`config.mk`:
```
export PLATFORM = sky130hd
export DESIGN_NAME = psq_synth_top
export DESIGN_NICKNAME = d
export VERILOG_FILES = /design/src/rtl/psq_pkg.sv /design/src/rtl/psq_strobe_sync.sv /design/src/rtl/psq_tune_ctrl.sv /design/src/rtl/psq_phase_core.sv /design/src/rtl/psq_synth_top.sv
export SDC_FILE = /design/constraint.sdc
export NUM_CORES = 1
export LEC_CHECK = 0
export ABC_CLOCK_PERIOD_IN_PS = 2500
export BUFFER_PORTS_ARGS = -buffer_cell sky130_fd_sc_hd__buf_2
export CELL_PAD_IN_SITES_DETAIL_PLACEMENT = 0
export CELL_PAD_IN_SITES_GLOBAL_PLACEMENT = 1
export CORE_MARGIN = 3
export CORE_UTILIZATION = 35
export CTS_CLUSTER_SIZE = 28
export DETAILED_ROUTE_END_ITERATION = 12
export GPL_TIMING_DRIVEN = 0
export PLACE_DENSITY = 0.68
export SKIP_CTS_REPAIR_TIMING = 1
export SLEW_MARGIN = 20
export SYNTH_ARGS = -nofsm -noshare
export SYNTH_HDL_FRONTEND = slang
export SYNTH_SLANG_ARGS = --single-unit
```
`constraint.sdc`:
```
create_clock -name clk -period 2.5 [get_ports clk]
set_clock_uncertainty 0.1 [all_clocks]
set_input_delay 0.25 -clock clk [delete_from_list [all_inputs] [get_ports clk]]
set_output_delay 0.25 -clock clk [all_outputs]
set_load 0.05 [all_outputs]
```
`src/rtl/psq_pkg.sv`:
```
package psq_pkg;

    localparam int PHASE_W     = 24;
    localparam int SYNC_DEPTH  = 2;

    typedef enum logic {
        LOAD_SW = 1'b0,
        LOAD_HW = 1'b1
    } load_mode_e;

    function automatic logic top_bit(input logic [PHASE_W-1:0] v);
        return v[PHASE_W-1];
    endfunction

endpackage

```
`src/rtl/psq_strobe_sync.sv`:
```
module psq_strobe_sync #(
    parameter int DEPTH = psq_pkg::SYNC_DEPTH
) (
    input  logic clk,
    input  logic rst,
    input  logic strobe_async,
    output logic strobe_rise
);
    localparam int CHAIN = DEPTH + 1;

    logic [CHAIN-1:0] chain_q;

    always_ff @(posedge clk) begin
        if (rst) chain_q <= '0;
        else     chain_q <= {chain_q[CHAIN-2:0], strobe_async};
    end

    // rise seen after DEPTH flops, compared with one extra stage
    assign strobe_rise = chain_q[DEPTH-1] & ~chain_q[DEPTH];
endmodule

```
`src/rtl/psq_tune_ctrl.sv`:
```
module psq_tune_ctrl
    import psq_pkg::*;
#(
    parameter int W = PHASE_W
) (
    input  logic         clk,
    input  logic         rst,
    input  load_mode_e   mode,
    input  logic         wr_en,
    input  logic [W-1:0] wr_data,
    input  logic         ofs_wr_en,
    input  logic [W-1:0] ofs_data,
    input  logic         load_rise,
    output logic [W-1:0] tune,
    output logic [W-1:0] offset,
    output logic         rdy
);
    logic [W-1:0] hold_q;
    logic [W-1:0] tune_q;
    logic [W-1:0] ofs_q;
    logic         rdy_q;

    always_ff @(posedge clk) begin
        if (rst) begin
            hold_q <= '0;
            tune_q <= '0;
            ofs_q  <= '0;
            rdy_q  <= 1'b1;
        end else begin
            if (wr_en)     hold_q <= wr_data;
            if (ofs_wr_en) ofs_q  <= ofs_data;
            if (mode == LOAD_SW) begin
                tune_q <= wr_en ? wr_data : hold_q;
                rdy_q  <= 1'b1;
            end else begin
                if (load_rise) tune_q <= hold_q;
                if (wr_en)          rdy_q <= 1'b0;
                else if (load_rise) rdy_q <= 1'b1;
            end
        end
    end

    assign tune   = tune_q;
    assign offset = ofs_q;
    assign rdy    = rdy_q;
endmodule

```
`src/rtl/psq_phase_core.sv`:
```
module psq_phase_core
    import psq_pkg::*;
#(
    parameter int W = PHASE_W
) (
    input  logic         clk,
    input  logic         rst,
    input  logic         en,
    input  logic [W-1:0] tune,
    input  logic [W-1:0] offset,
    output logic [W-1:0] phase,
    output logic         wave,
    output logic         wave_shift
);
    logic [W-1:0] acc_q;
    logic [W-1:0] shifted;

    always_ff @(posedge clk) begin
        if (rst)     acc_q <= '0;
        else if (en) acc_q <= acc_q + tune;
    end

    assign shifted    = acc_q + offset;
    assign phase      = acc_q;
    assign wave       = acc_q[W-1];
    assign wave_shift = shifted[W-1];
endmodule

```
`src/rtl/psq_synth_top.sv`:
```
module psq_synth_top
    import psq_pkg::*;
#(
    parameter int W          = PHASE_W,
    parameter int SYNC_DEPTH = psq_pkg::SYNC_DEPTH
) (
    input  logic         clk,
    input  logic         rst,
    input  logic         en,
    input  logic         hw_mode,
    input  logic         wr_en,
    input  logic [W-1:0] wr_data,
    input  logic         ofs_wr_en,
    input  logic [W-1:0] ofs_data,
    input  logic         load_clk,
    output logic         rdy,
    output logic [W-1:0] phase_o,
    output logic         wave_o,
    output logic         wave_shift_o
);
    load_mode_e   mode;
    logic         load_rise;
    logic [W-1:0] tune_w;
    logic [W-1:0] ofs_w;

    assign mode = hw_mode ? LOAD_HW : LOAD_SW;

    psq_strobe_sync #(.DEPTH(SYNC_DEPTH)) u_sync (
        .clk(clk), .rst(rst), .strobe_async(load_clk), .strobe_rise(load_rise)
    );

    psq_tune_ctrl #(.W(W)) u_ctrl (
        .clk(clk), .rst(rst), .mode(mode),
        .wr_en(wr_en), .wr_data(wr_data),
        .ofs_wr_en(ofs_wr_en), .ofs_data(ofs_data),
        .load_rise(load_rise),
        .tune(tune_w), .offset(ofs_w), .rdy(rdy)
    );

    psq_phase_core #(.W(W)) u_core (
        .clk(clk), .rst(rst), .en(en),
        .tune(tune_w), .offset(ofs_w),
        .phase(phase_o), .wave(wave_o), .wave_shift(wave_shift_o)
    );
endmodule

```
==> reports/qor.csv, run 1 <==
metric;value;unit
status;finished with violations;
failing checks;negative setup slack;
number of global-route vias before repair;4199;
storage element area;2040;µm²
CP Max Fanout;4;
worst path arrival time;2200;ps
CTS tree;yes;
WS Path Type;reg2out;
top post-synthesis cells by count;nor2_1, dfxtp_1, mux2i_1;
critical path's slowest cell;dfxtp_4;
Comb pwr share;0.191;
vias post-DR;4393;
HP Start;load_clk;
Ys Warns;0;
Synth area leader;dfxtp_1;
top post-synthesis cells by area;dfxtp_1, mux2i_1, ha_1, nor2_1, a21oi_1;
crit end category;output port;
CP top delay family;compound AO/OA/AOI/OAI gates;
core area;14700;µm²
die extent in y;129;µm
die area;16700;µm²
Worst Hold Class;in2reg;
Initial Util;0.362;
fin crit share;1.02;
antenna violations before repair;0;
WL per Instance;15.5;µm
Residual DRC;0;
port buffer count;77;
Lkg Pwr;3.05;nW
syn_area_per_cell;8.98;µm²
crit path launch type;flop;
final hold vios;0;
largest net degree at the start of global routing;17;
H-tree depth;3;
Sw Pwr;1.17;mW
Final WS setup;-54.8;ps
Worst R2R Setup Slack;30;ps
PD cells;609;nW/µm²
Clk Latency, worst-skew pair;350;ps
CP peak stage delay;360;ps
Rows;44;
Crit path top cell by count;a21o_1;
clock network power share;0.352;
layout cells sized above 1;0.224;
most frequent cell after synthesis;nor2_1;
global route total overflow;0;
Worst Path Required;2150;ps
area share of the largest cell type after synthesis;0.377;
initial DRC count;172;
CTS Buffer Depth;2;
min Tclk post-route;2550;ps
DR vias/cell;5.03;
buffers and inverters on the worst path;1;
Mapped Cells;592;
placed inst area;5970;µm²
design area;6470;µm²
Slew HR;0.498;
Flop pwr share;0.457;
CTS sink cnt;100;
placed instance count;853;
unrepaired setup endpoints after global routing;true;
FF-to-FF Start;u_core.phase[0];
synthesized area;5310;µm²
maxcap violations;0;
First-pass DRT Iterations;4;
Area Growth Syn to Fin;21.7;%
first-pass GRT wire length;21800;µm
# setup viols final;1;
ANT nets after route;0;
Worst-path clk slew;70;ps
fin cells;873;
Post-DP HPWL;10700;µm
FFs w/ async S/R, synth;0;
Reg2Reg Depth;10;
FF-to-FF End;u_core.phase[22];
sequential area share after synthesis;0.377;
fillcell total;1503;
number of synthesized flops with an enable pin;0;
# IOs;82;
Ant. Diodes;0;
Syn Nets;693;
cell-internal power;2.77;mW
Nets;785;
gr usage total;0.166;
count of final max-slew check failures;0;
multi-input logic area;3310;µm²
Slew @ Worst Pin;753;ps
end of the worst hold path;u_sync.chain_q[0];
ys flop type;dfxtp_1;
DRT Wirelength;13500;µm
Netlist cell types;54;
crit-path cells;ha_1, a21o_1, a21o_1, a21oi_2, o211ai_1, a31oi_2, xnor2_2, buf_6;
WHS Path Cells;2;
sw frac;0.297;
Inserted Clock Buffers;9;
Synth Register Bits;100;
chip width;129;µm
routability cong.;0.863;
Max IR drop VDD;0.000351;V
fmax;0.391;GHz
Root Buffer;clkbuf_16;
[layer usage]
| metal | up-vias | track usage | part of all wire |
|---|---|---|---|
| met5 | - | 0 | 0 |
| met4 | 0 | 0.0593 | 0.018 |
| met1 | 2003 | 0.235 | 0.49 |
| met2 | 73 | 0.257 | 0.45 |
| met3 | 17 | 0.0280 | 0.046 |
| li1 | 2300 | - | - |
[placed cells by master (no fill, tap or decap), types with 7 or more instances in the layout]
cell       netlist  routed
buf_2            2      78
mux2i_1         68      68
xnor2_1         10       9
a21oi_2          0       7
nor2_1         115     115
xor2_1          12      12
nand2b_1         9       9
dfxtp_2          0      13
dfxtp_1        100      82
clkbuf_16        0       9
a21oi_1         28      21
nand2_1         20      20
clkbuf_1        26      24
o21ai_1         12      13
a21o_1          16      16
nor2b_1          7       7
o21ai_0         19      17
or3_1            9       9
nor4_1          15      15
ha_1            45      38
[through the flow]
| stage | TNS, ps | setup WS [ps] | utilization | hold WS [ps] | total power [mW] |
|---|---|---|---|---|---|
| 4_1_cts | -747 | -302 | 0.426 | -2.14 | 3.96 |
| 6_report | -54.8 | -54.8 | 0.440 | 4.19 | 3.94 |
| 3_5_place_dp | -378 | -137 | 0.406 | 342 | 2.57 |
| 5_1_grt | -442 | -158 | 0.440 | 10.1 | 4.15 |
| 2_1_floorplan | 0 | 4.07 | - | 278 | 2.35 |
| 3_3_place_gp | -310 | -120 | 0.406 | 317 | 2.55 |
[power by group through the flow]
stage / Clock (mW) / Combinational, mW / Sequential [mW]
6_report: 1.39 / 0.753 / 1.80
4_1_cts: 1.43 / 0.734 / 1.80
3_5_place_dp: 0 / 0.731 / 1.83
3_3_place_gp: 0 / 0.721 / 1.83
2_1_floorplan: 0 / 0.447 / 1.90
5_1_grt: 1.49 / 0.841 / 1.82
[state kept, by name (all words and copies together), names as in the netlist]
register,flops
u_core.phase,24
u_ctrl.hold_q,24
u_ctrl.offset,24
u_ctrl.tune,24
u_sync.chain_q,3
u_ctrl.rdy,1
[cells by family after synthesis]
kind of cell | share of synthesized area
adders and majority gates | 0.110
xor gates and xnor gates | 0.0363
buffers and inverters | 0.0301
muxes | 0.130
and+or+nand+nor | 0.180
DFF | 0.377
AOI/OAI and AO/OA | 0.137
[worst max-delay path by stage]
stage                      from          endpoint  slack (ps)  cells past startpoint
2_1_floorplan   u_core.phase[6]  u_core.phase[23]           4                      7
3_3_place_gp    u_core.phase[0]  u_core.phase[20]        -120                      9
3_5_place_dp    u_core.phase[0]  u_core.phase[20]        -140                      9
6_report       u_core.phase[20]      wave_shift_o         -50                      8
5_1_grt        u_core.phase[18]      wave_shift_o        -160                      8
4_1_cts        u_core.phase[16]      wave_shift_o        -300                      9
[worst register-to-register path: cells and delay by family (launching register included)]
kind	cells	cell delay (ps)
AO/OA/AOI/OAI	4	920
flip-flops	1	360
AND/OR/NAND/NOR	2	150
XOR/XNOR	1	160
adder cells (fa/ha/maj)	2	490
buffers and inverters	1	150
[cell type report]
| cell class | count | area share |
|---|---|---|
| Clock inverter | 6 | 0.00987 |
| Sequential cell | 100 | 0.315 |
| Timing Repair Buffer | 84 | 0.0699 |
| Clock buffer | 10 | 0.0354 |
| Multi-Input combinational cell | 453 | 0.511 |
| Tap cell | 184 | 0.0356 |
| Inverter | 3 | 0.00174 |
| Buffer | 33 | 0.0213 |
Power figures use the tool's default switching activity.
==> inputs of run 2 (changes only) <==
==> constraint.sdc (replaced) <==
create_clock -name clk -period 2.5 [get_ports clk]
set_clock_uncertainty 0.1 [all_clocks]
set_input_delay 0.125 -clock clk [delete_from_list [all_inputs] [get_ports clk]]
set_output_delay 0.125 -clock clk [all_outputs]
set_load 0.05 [all_outputs]
==> reports/qor.csv, run 2 (synthesis results as in run 1) <==
metric;value;unit;change
Worst-path clk slew;70;ps;about the same
gr usage total;0.167;;+0.00105
die area;16700;µm²;unchanged
Max IR drop VDD;0.000310;V;-11%
HP Start;wr_data[11];;
initial DRC count;167;;-2.9%
placed inst area;5960;µm²;-0.17%
CTS sink cnt;100;;unchanged
Area Growth Syn to Fin;30.3;%;
ANT nets after route;0;;unchanged
Setup crit start;u_core.phase[0];;
DRT Wirelength;14300;µm;+5.3%
top routing layer used;met4;;
WL met2;6580;µm;+8.5%
failing checks;negative hold slack, negative setup slack;;
Initial Util;0.362;;unchanged
First-pass DRT Iterations;5;;+1
Final WS setup;-46.3;ps;+8.55 ps
H-tree depth;3;;unchanged
wire length on met3;439;µm;-29%
crit-path cells;ha_4, fa_2, a21o_1, a221o_2, a32oi_4, nand2b_4, a41oi_2, xor2_1, o21ai_1;;
buffers and inverters on the worst path;0;;-1
CTS tree;yes;;
min Tclk post-route;2550;ps;-8.55 ps
PD cells;572;nW/µm²;-6.1%
Clk Latency, worst-skew pair;340;ps;about the same
CTS Buffer Depth;2;;unchanged
Post-DP HPWL;10800;µm;+1.2%
routability cong.;0.843;;-2.3%
M1 WL;6950;µm;+5.0%
final hold vios;1;;+1
number of global-route vias before repair;4337;;+3.3%
maxcap violations;0;;unchanged
WS Path Type;reg2reg;;
first-pass GRT wire length;22100;µm;+0.95%
vias post-DR;4595;;+4.6%
Residual DRC;0;;unchanged
Ant. Diodes;0;;unchanged
fmax;0.393;GHz;+0.34%
antenna violations before repair;0;;unchanged
WHS;-39.7;ps;-43.9 ps
port buffer count;77;;unchanged
core area;14700;µm²;unchanged
CP top delay family;compound AO/OA/AOI/OAI gates;;
FF-to-FF Start;u_core.phase[0];;
Slew HR;0.481;;-0.0172
chip width;129;µm;unchanged
fin crit share;1.02;;-0.00342
crit end category;flop;;
total power;3.96;mW;+0.51%
placed instance count;853;;unchanged
DR vias/cell;5.01;;-0.42%
Slew @ Worst Pin;779;ps;+25.8 ps
# IOs;82;;unchanged
Final Util;0.471;;+0.0311
Worst Hold Class;in2reg;;
largest net degree at the start of global routing;17;;unchanged
CP Max Fanout;4;;unchanged
CP peak stage delay;410;ps;+50 ps
commonest non-fill, non-tap cell in the layout;nor2_1;;
global route total overflow;0;;unchanged
design area;6920;µm²;+7.1%
status;finished with violations;;
crit path launch type;flop;;
critical path's slowest cell;a221o_2;;
fin cells;917;;+5.0%
layout cells sized above 1;0.210;;-0.0134
Rows;44;;unchanged
WL per Instance;15.6;µm;+0.28%
unrepaired setup endpoints after global routing;true;;
Nets;829;;+5.6%
die extent in y;129;µm;unchanged
commonest cells after routing, fill and taps aside;nor2_1, dfxtp_1, buf_2;;
Root Buffer;clkbuf_16;;
# setup viols final;6;;+5
count of final max-slew check failures;0;;unchanged
worst path arrival time;2660;ps;+460 ps
Lkg Pwr;3.23;nW;+5.7%
Worst Path Required;2610;ps;+460 ps
Inserted Clock Buffers;9;;unchanged
## run 2: per-layer routing
layer	vias up	track usage
met5	-	0
met4	0	0.0599
met3	19	0.0268
met2	82	0.269
met1	2114	0.228
li1	2380	-
## run 2: worst paths after layout
kind                                     endpoint  slack (ps)  depth (start not counted)
worst max-delay path             u_core.phase[20]         -50                          9
worst min-delay path            u_ctrl.hold_q[11]         -40                          3
worst max register to register   u_core.phase[20]         -50                          9
worst min register to register  u_sync.chain_q[1]         340                          1
## run 2: stage by stage
stage                     setup slack [ps]  setup TNS [ps]
after floorplan                      -46.6           -46.6
after global routing                  -149            -863
final                                -46.3            -185
after detailed placement              -191            -716
after global placement                -199            -743
after CTS                             -205            -961
## run 2: layout make-up
cell class	instances	area, µm²
fillers	1442	7780
multi-input cells	453	3330
flip-flops and latches	100	2030
repair buffers	130	910
clock buffers	11	253
well taps	184	230
plain buffers	31	130
clock inverters	5	33.8
inverters	3	11.3
## run 2: worst min-delay path: stages
cell and delay [ps]:
buf_2 90, mux2i_1 70, nor2_1 80
## run 2: report_power, final
part           total (mW)  switching [mW]  internal, mW
clock network        1.33           0.598         0.729
registers            1.81           0.104          1.70
logic               0.826           0.474         0.352
==> inputs of run 3 (changes only) <==
- MAX_ROUTING_LAYER: not set -> met4
- PLACE_DENSITY: 0.68 -> 0.67
- SYNTH_HIERARCHICAL: not set -> 1
==> reports/qor.csv, run 3 <==
metric;value;unit;change
fillcell total;1490;;+3.3%
DR vias/cell;5.12;;+2.2%
Synth Area in Adders;0.105;;-0.00463
syn_area_per_cell;9.05;µm²;+0.83%
area share of the largest cell type after synthesis;0.361;;-0.0159
top post-synthesis cells by area;dfxtp_1, ha_1, mux2i_1, nor2_1, nor3_1;;
Synth Register Bits;100;;unchanged
Residual DRC;0;;unchanged
count of final max-slew check failures;0;;unchanged
most frequent cell after synthesis;dfxtp_1;;
first-pass GRT wire length;24700;µm;+12%
Ant. Diodes;0;;unchanged
Nets;858;;+3.5%
Rows;45;;+2.3%
# setup viols final;0;;-6
antenna violations before repair;0;;unchanged
Root Buffer;clkbuf_16;;
Slew HR;0.494;;+0.0131
crit end category;output port;;
Netlist cell types;70;;+30%
Ys Warns;6;;+6
unrepaired setup endpoints after global routing;true;;
number of global-route vias before repair;4692;;+8.2%
crit path launch type;flop;;
Area Growth Syn to Fin;30.6;%;
Worst-path clk slew;60;ps;about the same
Synth area leader;dfxtp_1;;
ys flop type;dfxtp_1;;
Syn Nets;714;;+3.0%
gr usage total;0.181;;+0.0132
worst path arrival time;2230;ps;-430 ps
routability cong.;0.848;;+0.58%
sequential area share after synthesis;0.361;;-0.0159
Compound-Gate Fraction of Synth Area;0.166;;+0.0296
fin crit share;0.983;;-0.0357
initial DRC count;239;;+43%
vias post-DR;4984;;+8.5%
core area;15400;µm²;+4.6%
post-route setup TNS;0;ps;+185 ps
die area;17400;µm²;+4.2%
global route total overflow;0;;unchanged
FFs w/ async S/R, synth;0;;unchanged
commonest non-fill, non-tap cell in the layout;dfxtp_1;;
CTS sink cnt;100;;unchanged
port buffer count;79;;+2.6%
H-tree depth;3;;unchanged
XOR/XNOR Fraction of Synth Area;0.0205;;-0.0157
die extent in y;132;µm;+2.1%
storage element area;2020;µm²;-0.25%
Clk Latency, worst-skew pair;350;ps;about the same
Mapped Cells;613;;+3.5%
multi-input logic area;3430;µm²;+3.2%
Max IR drop VDD;0.000391;V;+26%
layout cells sized above 1;0.231;;+0.0209
CTS Buffer Depth;2;;unchanged
PD cells;605;nW/µm²;+5.7%
Post-Synth Simple-Gate Area;0.195;;+0.0147
Lkg Pwr;3.32;nW;+2.8%
Worst Hold Class;in2reg;;
fmax;0.407;GHz;+3.6%
design area;7250;µm²;+4.7%
maxcap violations;0;;unchanged
CP Max Fanout;5;;+1
status;complete, no violations;;
chip width;132;µm;+2.1%
final hold vios;0;;-1
DRT Wirelength;15700;µm;+10%
# IOs;82;;unchanged
CTS tree;yes;;
synthesized area;5550;µm²;+4.4%
WL per Instance;16.2;µm;+3.9%
Slew @ Worst Pin;759;ps;-19.6 ps
Initial Util;0.361;;-0.000580
largest net degree at the start of global routing;16;;-1
WS Path Type;reg2out;;
Post-DP HPWL;12000;µm;+10%
placed inst area;6220;µm²;+4.4%
mux cell area share after synthesis;0.101;;-0.0287
commonest cells after routing, fill and taps aside;dfxtp_1, buf_2, nor2_1;;
largest family of logic cells by synthesized area;simple AND/OR/NAND/NOR gates;;
top post-synthesis cells by count;dfxtp_1, nor2_1, mux2i_1;;
ANT nets after route;0;;unchanged
First-pass DRT Iterations;4;;-1
min Tclk post-route;2460;ps;-89.3 ps
Worst Path Required;2280;ps;-330 ps
Inserted Clock Buffers;9;;unchanged
number of synthesized flops with an enable pin;0;;unchanged
run 3: changes by cell type after synthesis, moves of 14 or more:
cell / change
nor3_1: +43
clkbuf_1: -15
mux2i_1: -14
o22ai_1: +23
nor2_1: -42
nor4_1: -14
run 3: per-stage QoR:
| step | utilization | instances | setup WS (ps) | hold WS (ps) | power (mW) |
|---|---|---|---|---|---|
| after CTS | 0.426 | 919 | -437 | -128 | 4.32 |
| after floorplan | - | 613 | 34.7 | 96.6 | 2.54 |
| after global routing | 0.472 | 973 | -57.8 | 21.1 | 4.60 |
| after global placement | 0.405 | 903 | -111 | 240 | 2.80 |
| final | 0.472 | 973 | 43.0 | 5.98 | 4.38 |
| after detailed placement | 0.405 | 903 | -102 | 244 | 2.83 |
run 3: layout make-up:
type	count	share of cell area
timing repair buffer	133	0.128
multi-input combinational	466	0.474
clock inverter	5	0.0104
inverter	8	0.00414
sequential	100	0.279
clock buffer	11	0.0335
buffer	39	0.0347
tap	211	0.0364
run 3: layer usage:
metal	up-vias	global-route usage	share of wire
li1	2543	-	-
met1	2292	0.239	0.49
met2	136	0.277	0.45
met3	13	0.0405	0.047
met4	0	0.0525	0.014
met5	-	-	0
run 3: path summary, 6_finish.rpt:
kind	cells after the start	end	slack [ps]	from
max	9	wave_shift_o	40	u_core/phase[1]
max reg2reg	10	u_core/phase[23]	80	u_core/phase[19]
min reg2reg	1	u_sync/chain_q[1]	340	u_sync/chain_q[0]
min	2	u_sync/chain_q[0]	6	rst
run 3: power breakdown:
part / switching, mW / internal, mW / leakage (nW)
combinational: 0.623 / 0.438 / 2.33
sequential: 0.120 / 1.71 / 0.829
clock: 0.590 / 0.899 / 0.159
total: 1.33 / 3.05 / 3.32
run 3: kinds of logic (layout without fill, tap and decap cells):
group,count (synthesis),after routing
adders and majority gates,46,46
muxes,56,56
xor gates and xnor gates,13,13
AOI/OAI and AO/OA,134,134
buffers and inverters,47,196
DFF,100,100
and+or+nand+nor,217,217
run 3: critical path: stages, from the launching register on:
cell	delay [ps]
dfxtp_4	380
ha_4	200
a31o_1	200
a21o_1	150
a21o_1	180
a31oi_4	150
o221ai_2	130
a21oi_2	180
xnor2_2	130
buf_6	180
